[config.mk]
export PLATFORM = sky130hd
export DESIGN_NAME = ldu_stall_top
export DESIGN_NICKNAME = d
export VERILOG_FILES = /design/src/rtl/ldu_pkg.sv /design/src/rtl/ldu_hazard_detect.sv /design/src/rtl/ldu_fetch.sv /design/src/rtl/ldu_idex_ctrl.sv /design/src/rtl/ldu_stall_top.sv
export SDC_FILE = /design/constraint.sdc
export NUM_CORES = 1
export LEC_CHECK = 0
export CAP_MARGIN = 0
export CORE_MARGIN = 4
export CORE_UTILIZATION = 35
export CTS_CLUSTER_SIZE = 16
export DETAILED_ROUTE_END_ITERATION = 10
export GPL_ROUTABILITY_DRIVEN = 1
export GPL_TIMING_DRIVEN = 0
export PLACE_DENSITY = 0.71
export SLEW_MARGIN = 15
export SYNTH_ARGS = -nofsm -noshare
export SYNTH_HDL_FRONTEND = slang
export SYNTH_HIERARCHICAL = 1
export SYNTH_SLANG_ARGS = --single-unit
[constraint.sdc]
create_clock -name clk -period 3.3 [get_ports clk]
set_clock_uncertainty 0.1 [all_clocks]
set_input_delay 0.66 -clock clk [delete_from_list [all_inputs] [get_ports clk]]
set_output_delay 0.66 -clock clk [all_outputs]
set_load 0.05 [all_outputs]
[src/rtl/ldu_pkg.sv]
package ldu_pkg;
  localparam int XLEN    = 32;
  localparam int RA_W    = 5;
  localparam int OP_W    = 6;
  localparam int OP_LSB  = 26;
  localparam int RS_LSB  = 21;
  localparam int RT_LSB  = 16;

  localparam logic [OP_W-1:0] OPC_LOAD   = 6'h23;
  localparam logic [OP_W-1:0] OPC_STORE  = 6'h2B;
  localparam logic [OP_W-1:0] OPC_ALU    = 6'h00;
  localparam logic [OP_W-1:0] OPC_BRANCH = 6'h04;

  typedef struct packed {
    logic       regdst;
    logic       alusrc;
    logic [1:0] aluop;
  } ex_ctl_t;

  typedef struct packed {
    logic memread;
    logic memwrite;
    logic branch;
  } mem_ctl_t;

  typedef struct packed {
    logic regwrite;
    logic memtoreg;
  } wb_ctl_t;

  typedef struct packed {
    ex_ctl_t  ex;
    mem_ctl_t mem;
    wb_ctl_t  wb;
  } ctl_word_t;

  localparam int CTL_W = $bits(ctl_word_t);

  function automatic ctl_word_t decode_op(input logic [OP_W-1:0] op);
    ctl_word_t c;
    c = '0;
    unique case (op)
      OPC_LOAD:   begin c.ex.alusrc = 1'b1; c.mem.memread = 1'b1;
                        c.wb.regwrite = 1'b1; c.wb.memtoreg = 1'b1; end
      OPC_STORE:  begin c.ex.alusrc = 1'b1; c.mem.memwrite = 1'b1; end
      OPC_ALU:    begin c.ex.regdst = 1'b1; c.ex.aluop = 2'b10;
                        c.wb.regwrite = 1'b1; end
      OPC_BRANCH: begin c.ex.aluop = 2'b01; c.mem.branch = 1'b1; end
      default:    c = '0;
    endcase
    return c;
  endfunction
endpackage

[src/rtl/ldu_hazard_detect.sv]
module ldu_hazard_detect #(
  parameter int RA_W = 5,
  parameter int NSRC = 2
) (
  input  logic                      clk,
  input  logic                      rst_n,
  input  logic                      load_in_ex_i,
  input  logic [RA_W-1:0]           load_dst_i,
  input  logic [NSRC-1:0][RA_W-1:0] src_i,
  output logic                      stall_o
);
  logic [NSRC-1:0] hit;
  logic            dst_live;

  assign dst_live = (load_dst_i != '0);

  for (genvar g = 0; g < NSRC; g++) begin : g_src_cmp
    assign hit[g] = (src_i[g] == load_dst_i);
  end

  assign stall_o = load_in_ex_i && dst_live && (|hit);

  // with no load in execute the unit never stalls
  p_no_load_no_stall_r5: assert property (@(posedge clk) disable iff (!rst_n)
    !load_in_ex_i |-> !stall_o);
  // register 0 as load destination never stalls
  p_zero_dst_quiet_r4: assert property (@(posedge clk) disable iff (!rst_n)
    (load_dst_i == '0) |-> !stall_o);
endmodule

[src/rtl/ldu_fetch.sv]
module ldu_fetch #(
  parameter int XLEN    = 32,
  parameter int PC_STEP = 4
) (
  input  logic            clk,
  input  logic            rst_n,
  input  logic            hold_i,
  input  logic [XLEN-1:0] instr_i,
  output logic [XLEN-1:0] pc_o,
  output logic [XLEN-1:0] ifid_o
);
  localparam logic [XLEN-1:0] STEP = XLEN'(PC_STEP);

  logic [XLEN-1:0] pc_q, ifid_q;

  always_ff @(posedge clk) begin
    if (!rst_n) begin
      pc_q   <= '0;
      ifid_q <= '0;
    end else if (!hold_i) begin
      pc_q   <= pc_q + STEP;
      ifid_q <= instr_i;
    end
  end

  assign pc_o   = pc_q;
  assign ifid_o = ifid_q;

  // a held cycle freezes PC and latch
  p_hold_freezes_r6: assert property (@(posedge clk) disable iff (!rst_n)
    hold_i |=> ($stable(pc_q) && $stable(ifid_q)));
  // a free cycle steps the PC
  p_pc_step_r9: assert property (@(posedge clk) disable iff (!rst_n)
    !hold_i |=> (pc_q == $past(pc_q) + STEP));
endmodule

[src/rtl/ldu_idex_ctrl.sv]
module ldu_idex_ctrl
  import ldu_pkg::*;
#(
  parameter int XLEN = 32
) (
  input  logic            clk,
  input  logic            rst_n,
  input  logic            bubble_i,
  input  logic [XLEN-1:0] ifid_i,
  output ctl_word_t       ctrl_o,
  output logic [RA_W-1:0] rt_o
);
  ctl_word_t       ctrl_q, ctrl_d;
  logic [RA_W-1:0] rt_q;

  always_comb begin
    ctrl_d = decode_op(ifid_i[OP_LSB +: OP_W]);
    if (bubble_i) ctrl_d = '0;
  end

  always_ff @(posedge clk) begin
    if (!rst_n) begin
      ctrl_q <= '0;
      rt_q   <= '0;
    end else begin
      ctrl_q <= ctrl_d;
      rt_q   <= ifid_i[RT_LSB +: RA_W];
    end
  end

  assign ctrl_o = ctrl_q;
  assign rt_o   = rt_q;

  // a bubble leaves an all-zero control word
  p_bubble_zero_r7: assert property (@(posedge clk) disable iff (!rst_n)
    bubble_i |=> (ctrl_q == '0));
endmodule

[src/rtl/ldu_stall_top.sv]
module ldu_stall_top
  import ldu_pkg::*;
#(
  parameter int PC_STEP = 4
) (
  input  logic             clk,
  input  logic             rst_n,
  input  logic [XLEN-1:0]  instr_i,
  output logic [XLEN-1:0]  pc_o,
  output logic [XLEN-1:0]  ifid_instr_o,
  output logic [CTL_W-1:0] idex_ctrl_o,
  output logic [RA_W-1:0]  idex_rt_o,
  output logic             pc_we_o,
  output logic             ifid_we_o,
  output logic             bubble_o
);
  localparam int NSRC = 2;

  logic                      stall;
  logic [XLEN-1:0]           ifid;
  ctl_word_t                 idex_ctrl;
  logic [RA_W-1:0]           idex_rt;
  logic [NSRC-1:0][RA_W-1:0] srcs;

  assign srcs[0] = ifid[RS_LSB +: RA_W];
  assign srcs[1] = ifid[RT_LSB +: RA_W];

  ldu_hazard_detect #(.RA_W(RA_W), .NSRC(NSRC)) u_detect (
    .clk          (clk),
    .rst_n        (rst_n),
    .load_in_ex_i (idex_ctrl.mem.memread),
    .load_dst_i   (idex_rt),
    .src_i        (srcs),
    .stall_o      (stall)
  );

  ldu_fetch #(.XLEN(XLEN), .PC_STEP(PC_STEP)) u_fetch (
    .clk     (clk),
    .rst_n   (rst_n),
    .hold_i  (stall),
    .instr_i (instr_i),
    .pc_o    (pc_o),
    .ifid_o  (ifid)
  );

  ldu_idex_ctrl #(.XLEN(XLEN)) u_idex (
    .clk      (clk),
    .rst_n    (rst_n),
    .bubble_i (stall),
    .ifid_i   (ifid),
    .ctrl_o   (idex_ctrl),
    .rt_o     (idex_rt)
  );

  assign ifid_instr_o = ifid;
  assign idex_ctrl_o  = idex_ctrl;
  assign idex_rt_o    = idex_rt;
  assign pc_we_o      = !stall;
  assign ifid_we_o    = !stall;
  assign bubble_o     = stall;

  // never two stall cycles in a row
  p_single_stall_r8: assert property (@(posedge clk) disable iff (!rst_n)
    stall |=> !stall);
  // a stall implies the latched instruction reads the load target
  p_stall_has_match_r2: assert property (@(posedge clk) disable iff (!rst_n)
    stall |-> (idex_rt == ifid[RS_LSB +: RA_W] || idex_rt == ifid[RT_LSB +: RA_W]));
endmodule

Word level (Yosys, flattened, before mapping)
Index checks and enable logic that the tools add are counted.

Register bits after elaboration: 77. Input bits: 34. Logic and storage cells: 33.

$add $sub $neg: 1. Equality and inequality tests: 5. Multiplexer cells: 7. Bitwise operators: 1. Reductions and logical operators: 9.

Operator list (number): 32-bit by 3-bit adder with 32-bit output (second input constant) (1); 6-bit equality test (second input constant) (2); 5-bit equality test (2); 2-bit OR reduction (4); 6-bit by 3-bit equality test with 1-bit output (second input constant) (1); 6-bit logical NOT (1); 1-bit two-way mux (6); 5-bit nonzero test (1); 2-bit case mux with 2 select lines (1); 1-bit logical AND (2); 1-bit logical NOT (1); 1-bit NOT (1).

Longest topological paths before layout
Gate-level depths: netlist of the first run.

Word-level depth: 4. Depth in mapped cells: 9. Mapped depth without buffers: 8.

Modules after synthesis
The synthesis of the first run kept the hierarchy.

By module, submodules not included: ldu_fetch (times used 1, cells an instance 272, area each 2549.9 um2, sequential area each 1241.2 um2); ldu_idex_ctrl (times used 1, cells an instance 31, area each 365.4 um2, sequential area each 240.2 um2); ldu_hazard_detect (times used 1, cells an instance 17, area each 125.1 um2, sequential area each 0.0 um2); ldu_stall_top (times used 1, cells an instance 2, area each 11.3 um2, sequential area each 0.0 um2).

Least setup slack after synthesis of the first run
OpenSTA, ideal clock, no wires.

Path type: flip-flop to output port. Start point: reg u_idex.rt_q[0], in the netlist u_idex/rt_o[0]. End point: out pc_we_o. Data arrival time: 2922 ps. Data required time: 2540 ps. Setup slack: -382 ps. Cell stages (with the launch flop): 7. Buffers on the path: 1. Path through: dfxtp_1 > xor2_1 > nor3_1 > nand3_1 > a21oi_1 > inv_1 > buf_4.

Cells in the longest elaborated chain, start to end: 4. Elaborated cells between the ends (all ways): 7. Those cells by class: 2 x eq/ne; 5 x reduce/logical.

RTL lines: start: declaration (RTL line ldu_idex_ctrl.sv:14) `logic [RA_W-1:0] rt_q;`; start signal: assignment (RTL line ldu_idex_ctrl.sv:27) `rt_q <= ifid_i[RT_LSB +: RA_W];`; 5-bit equality test / 5-bit nonzero test (equally long branches) (RTL line ldu_hazard_detect.sv:18, ldu_hazard_detect.sv:15); 2-bit OR reduction / 1-bit logical AND (equally long branches) (RTL line ldu_hazard_detect.sv:21) `assign stall_o = load_in_ex_i && dst_live && (|hit);`; 1-bit logical AND (*) (RTL line ldu_hazard_detect.sv:21); via bubble_o (RTL line ldu_stall_top.sv:15) `output logic bubble_o`; 1-bit logical NOT (*); end: declaration (RTL line ldu_stall_top.sv:13) `output logic pc_we_o,`.

The timed path passes the listed nets; every way through them passes the cells marked *.

Final worst setup path of the first run
Start point: reg u_idex.rt_q[0], in the netlist u_idex/rt_o[0]. End point: out bubble_o.

Cells in the longest elaborated chain, start to end: 3. Elaborated cells between the ends (all ways): 6. Those cells by class: 2 x eq/ne; 4 x reduce/logical.

RTL lines (RTL line): 5-bit equality test / 5-bit nonzero test (equally long branches) (ldu_hazard_detect.sv:18, ldu_hazard_detect.sv:15); 2-bit OR reduction / 1-bit logical AND (equally long branches) (ldu_hazard_detect.sv:21); 1-bit logical AND (*) (ldu_hazard_detect.sv:21); end: declaration (ldu_stall_top.sv:15).

Every way passes the cells marked *; elsewhere a longest branch is shown, timed or not.

==> results of run 1 <==
[flip-flops by register name, summed over array words and instances, names as in the netlist]
register / count
u_fetch/pc_o: 30
u_fetch/ifid_o: 32
u_idex/rt_o: 5
u_idex/ctrl_o: 7
[kinds of logic (layout without fill, tap and decap cells)]
kind of cell	after synthesis	in the layout	share of synthesized area [%]
fa+ha+maj	1	1	0.4099
xor+xnor	21	21	6.027
flops	74	74	48.54
buf+inv	22	150	3.567
simple gates	132	132	23.45
mux	34	34	11.15
other cells	1	2	0.1229
compound gates	37	37	6.724
[path summary, 6_finish.rpt]
kind                                     endpoint                             from  cells after the start
setup reg to reg  u_fetch/ifid_o[23]$_SDFFE_PN0N_        u_idex/rt_o[0]$_SDFF_PN0_                      8
setup / recovery                         bubble_o        u_idex/rt_o[0]$_SDFF_PN0_                      5
hold reg to reg   u_fetch/ifid_o[14]$_SDFFE_PN0N_  u_fetch/ifid_o[14]$_SDFFE_PN0N_                      2
hold / removal    u_fetch/ifid_o[14]$_SDFFE_PN0N_  u_fetch/ifid_o[14]$_SDFFE_PN0N_                      2
[routing by layer]
| metal | routed length, µm | track usage, % | vias to the layer above |
|---|---|---|---|
| li1 | - | - | 1372 |
| met1 | 3393 | 18.82 | 1286 |
| met2 | 3958 | 27.67 | 114 |
| met3 | 790 | 7.920 | 6 |
| met4 | 88 | 4.499 | 0 |
| met5 | 0 | 0 | - |
[tightest hold or removal path, delay by kind of cell (launching register included)]
family / cells / cell delay, ns
flops: 1 / 0.33
simple gates: 1 / 0.07
mux: 1 / 0.06
[cells in the mapped netlist, types with 2 or more instances]
library cell  count  share of area, %
mux2i_1          34                11
or3_1             9               1.8
xor2_1            9               2.6
nor2_1           47               5.8
or4_4             2              0.74
inv_1             3              0.37
nor3_1            5              0.82
and2_1            5               1.0
nand3_1          11               1.8
nand2b_1          2              0.41
nand4_1           4              0.82
a21oi_1          19               3.1
o21ai_0           9               1.5
dfxtp_1          74                49
nand4b_1          2              0.57
nand2_1          15               1.8
o31ai_1           8               2.0
clkbuf_1         12               1.5
buf_4             5               1.2
and3_1            7               1.4
or4_1             9               2.2
xnor2_1          12               3.4
nor4_1            5               1.0
[placed cells by master, fill, tap and decap left out, drive strengths merged, types with 2 or more instances in the layout]
cell type | Yosys | layout
a21oi | 19 | 19
xnor2 | 12 | 12
nand2 | 15 | 15
nand2b | 2 | 2
conb | 1 | 2
nor2 | 47 | 47
and3 | 7 | 7
nand4b | 3 | 3
bufinv | 0 | 2
and2 | 5 | 5
clkinv | 1 | 2
inv | 3 | 3
clkdlybuf4s50 | 0 | 111
nand4 | 5 | 5
buf | 6 | 6
mux2i | 34 | 34
nor3 | 5 | 5
o21ai | 10 | 10
or3 | 10 | 10
nor4 | 5 | 5
xor2 | 9 | 9
clkbuf | 12 | 24
o31ai | 8 | 8
nand3 | 11 | 11
or4 | 11 | 11
dfxtp | 74 | 74
[metrics by stage]
| step | power, µW | worst slack, ns |
|---|---|---|
| final | 2031 | 0.1049 |
| after global placement | 1238 | 0.4263 |
| after floorplan | 1125 | 0.1147 |
| after CTS | 2058 | 0.002583 |
| after global routing | 2111 | 0.02172 |
| after detailed placement | 1243 | 0.3290 |
[power by group]
part           total (µW)  switching, µW  internal, µW
clock                 810            324           487
combinational         274            163           111
sequential            947           26.0           921
[area by class of cell]
type	count	area, µm²
Clock buffer	12	165.2
Multi-Input combinational cell	227	1469
Timing Repair Buffer	112	1124
Clock inverter	4	72.57
Fill cell	798	3789
Sequential cell	74	1481
Tap cell	105	131.4
Inverter	4	15.01
Buffer	18	93.84
==> impl_metrics.json, run 1 <==
{
  "cp_num_buf_inv": 1,
  "gp_congestion": 0.7817,
  "cts_resized": 0,
  "netlist_area_um2": 3052,
  "finalCriticalPeriod_ns": 3.195,
  "status": "finished, final reports clean",
  "path_cells": "xor2_1 > nor3_1 > nand3_1 > a21oi_2 > clkdlybuf4s50_1",
  "fin_cells": 556,
  "vias": 2778,
  "syn_to_final_growth_pct": 49.16,
  "cts_root_buffer": "clkbuf_8",
  "drc": 0,
  "grt_pass1_vias": 2765,
  "ant_nets": 0,
  "post-route-util_pct": 54.58,
  "ys_ff_latch": 74,
  "final-max-slew-violation-count": 0,
  "crit_path_end_kind": "output port",
  "rrSetupSlack_ns": 0.33,
  "num_io_pins": 115,
  "htree_levels": 3,
  "design_area_um2": 4552,
  "antennaDiodeCount": 0,
  "required_ns": 2.54,
  "p_leak_uw": 0.001614,
  "critical-path-slowest-cell": "clkdlybuf4s50_1",
  "grtUsageTotal_pct": 16.50,
  "vias_per_cell": 4.996,
  "wirelength_um": 8230,
  "clk_pin_slew_worst_paths_ns": 0.08,
  "rsz0062_at_grt": "no",
  "setup_viol": 0,
  "synthFlopType": "dfxtp_1",
  "cts_made_buffers": 9,
  "synthArstFlopShare_pct": 0,
  "slowest_delay_ns": 0.89,
  "setup_tns_ns": 0,
  "hold_ws_ns": 0.3969,
  "clk_latency_ns": 0.34,
  "row_count": 33,
  "critPathLaunchType": "flip-flop",
  "fmax_mhz": 313.0,
  "path_class": "flip-flop to output port",
  "grt_pass1_wl_um": 13400,
  "cts_sinks": 74,
  "die_h_um": 101.4,
  "wl_per_cell_um": 14.80,
  "cts_tree": "built",
  "nNetsFinal": 481,
  "drv_cap": 0,
  "slew_headroom_pct": 49.86,
  "ys_seq_area_share_pct": 48.54,
  "start_util_pct": 36.59,
  "antenna_found_initial": 0,
  "port_buffers": 112,
  "drive_gt1_share_pct": 6.430,
  "fp.dieW_um": 101.4,
  "syn_inst": 322,
  "placed_cells": 540,
  "syn_area_per_cell_um2": 9.477,
  "hold_buffers": 0,
  "grt_max_degree": 13,
  "yosysWarnings": 6,
  "cts_max_path_buffers": 2,
  "grt-ovfl-total": 0,
  "synth-edff-count": 0,
  "ir_drop_v": 0.0002819,
  "worst_pin_slew_ns": 0.7520,
  "drtIter0Drc": 56,
  "place_area_um2": 4312,
  "crit_family": "buffers and inverters",
  "final-hold-violation-count": 0,
  "dieArea_um2": 10280,
  "core_area_um2": 8341,
  "p_per_area_nw_per_um2": 446.2,
  "path_max_fanout": 7,
  "drt-pass1-iter-count": 4,
  "postCtsSetupRepairBufs": 0,
  "hold_class": "flip-flop to flip-flop",
  "crit_arrival_ns": 2.44,
  "synth_cell_types": 37,
  "dp_hpwl_um": 6171,
  "fin_crit_sh_pct": 96.82
}
No activity file was read; power rests on OpenSTA's default activity.
==> run 2, diff against run 1 <==
Settings changed: GPL_TIMING_DRIVEN 0 to not set.
==> run 2 against run 1 <==
  * Final area is 1.3% lower
  * Via count down 1.9%
  * Maximum frequency rose by 13%
  * Clock power rose by 6.3%
  * Wire length fell by 6.3%
  * Count of clock-buffer cells in the layout is 2 lower
  * Worst setup slack better by 0.36 ns
  * Global-route usage shrank 1.6 points
  * Sequential power hardly changed
  * Core utilization shrank 0.74 points
  * Critical path type is now flip-flop to flip-flop
  * Largest power group unchanged
==> impl_metrics.json, run 2 (synthesis gave the netlist of run 1 again) <==
{
  "status": "finished, final reports clean",
  "path_max_fanout": 12,
  "worst_pin_slew_ns": 0.5473,
  "p_per_area_nw_per_um2": 462.6,
  "wirelength_um": 7708,
  "largest_register_ffs": 32,
  "required_ns": 3.48,
  "gp_congestion": 0.8222,
  "clk_latency_ns": 0.35,
  "start_util_pct": 36.59,
  "cts_root_buffer": "clkbuf_8",
  "grt-ovfl-total": 0,
  "cts_tree": "built",
  "drc": 0,
  "multi_input_area_um2": 1476,
  "internal_power_uw": 1555,
  "final_common_cell": "clkdlybuf4s50_1",
  "pwr-share-clk_pct": 41.4,
  "setup_viol": 0,
  "drt-pass1-iter-count": 4,
  "vias_per_cell": 5.035,
  "rsz0062_at_grt": "no",
  "nNetsFinal": 466,
  "hold_ws_ns": 0.3981,
  "clk_pin_slew_worst_paths_ns": 0.08,
  "final_cell_mix": "109 x clkdlybuf4s50_1, 74 x dfxtp_1, 47 x nor2_1, 34 x mux2i_1, 18 x a21oi_1",
  "row_count": 33,
  "final-hold-violation-count": 0,
  "fp.dieW_um": 101.4,
  "dp_hpwl_um": 5813,
  "syn_to_final_growth_pct": 47.15,
  "fmax_mhz": 353.3,
  "vias": 2724,
  "port_buffers": 112,
  "drive_gt1_share_pct": 6.651,
  "finalCriticalPeriod_ns": 2.831,
  "ant_nets": 0,
  "cts_sinks": 74,
  "cts_resized": 0,
  "grt_pass1_vias": 2565,
  "power_frac_seq_pct": 45.6,
  "grt_pass1_wl_um": 12160,
  "cts_max_path_buffers": 2,
  "antennaDiodeCount": 0,
  "htree_levels": 3,
  "p_sw_uw": 522.5,
  "slew_headroom_pct": 63.40,
  "swShare_pct": 25.15,
  "dieArea_um2": 10280,
  "die_h_um": 101.4,
  "hold_buffers": 0,
  "crit_arrival_ns": 3.01,
  "drtIter0Drc": 61,
  "p_leak_uw": 0.001594,
  "wl_per_cell_um": 14.25,
  "cts_made_buffers": 9,
  "rrSetupSlack_ns": 0.47,
  "num_io_pins": 115,
  "grtUsageTotal_pct": 14.90,
  "grt_max_degree": 38,
  "critPathLaunchType": "flip-flop",
  "path_class": "flip-flop to flip-flop",
  "drv_cap": 0,
  "comb_power_share_pct": 13.0,
  "min_path_cells": 2,
  "reg2reg_depth": 7,
  "antenna_found_initial": 0,
  "fill_cells": 767,
  "core_area_um2": 8341,
  "ir_drop_v": 0.0002761,
  "setup_tns_ns": 0,
  "final-max-slew-violation-count": 0,
  "hold_class": "flip-flop to flip-flop",
  "postCtsSetupRepairBufs": 0,
  "crit_path_end_kind": "flip-flop",
  "fin_crit_sh_pct": 85.78,
  "seq_area_um2": 1481
}
-- run 2: layout make-up --
class / count / share of cell area, %
clock buffers: 10 / 3.065
flip-flops and latches: 74 / 32.99
multi-input cells: 227 / 32.88
repair buffers: 115 / 25.30
clock inverters: 6 / 2.508
well taps: 105 / 2.926
inverters: 4 / 0.3344
-- run 2: metal layers --
layer / global-route usage, % / part of all wire [%] / routed length (µm)
met3: 8.196 / 11 / 869
met4: 5.112 / 1.8 / 140
met2: 24.75 / 47 / 3638
met5: 0 / 0 / 0
met1: 16.09 / 40 / 3058
-- run 2: power by group through the flow --
stage                     Sequential (µW)  Clock (µW)  Combinational [µW]
after detailed placement              968           0                 271
final                                 947         861                 270
after global routing                  952         915                 285
after floorplan                      1060           0                63.8
after global placement                967           0                 268
after CTS                             948         883                 272
-- run 2: worst paths after layout --
path | startpoint | to
setup / recovery | u_idex/rt_o[1]$_SDFF_PN0_ | u_fetch/pc_o[28]$_SDFFE_PN0N_
hold / removal | u_fetch/ifid_o[10]$_SDFFE_PN0N_ | u_fetch/ifid_o[10]$_SDFFE_PN0N_
setup reg to reg | u_idex/rt_o[1]$_SDFF_PN0_ | u_fetch/pc_o[28]$_SDFFE_PN0N_
hold reg to reg | u_fetch/ifid_o[10]$_SDFFE_PN0N_ | u_fetch/ifid_o[10]$_SDFFE_PN0N_
-- run 2: critical path, cell delays in order (launching register included) --
cell,delay [ns]
dfxtp_1,0.34
or4_1,0.52
o21ai_1,0.21
a21oi_4,0.10
nand4b_4,0.24
or4_4,0.58
or4_1,0.52
a21oi_1,0.16
-- run 2: stage by stage --
step                instances  utilization, %  instance area (µm²)  power [µW]  setup slack, ns
CTS                       541           53.84                 4491        2103           0.4476
detailed placement        525           50.84                 4240        1239           0.4726
floorplan                 323               -                 3059        1125           0.1147
global route              541           53.84                 4491        2152           0.3122
global placement          525           50.84                 4240        1235           0.5080
finish                    541           53.84                 4491        2077           0.4693
==> run 3, diff against run 2 <==
Settings changed: CAP_MARGIN 0 to 40.
==> results of run 3 <==
Final layout, timing and power as in run 2 (identical DEF).
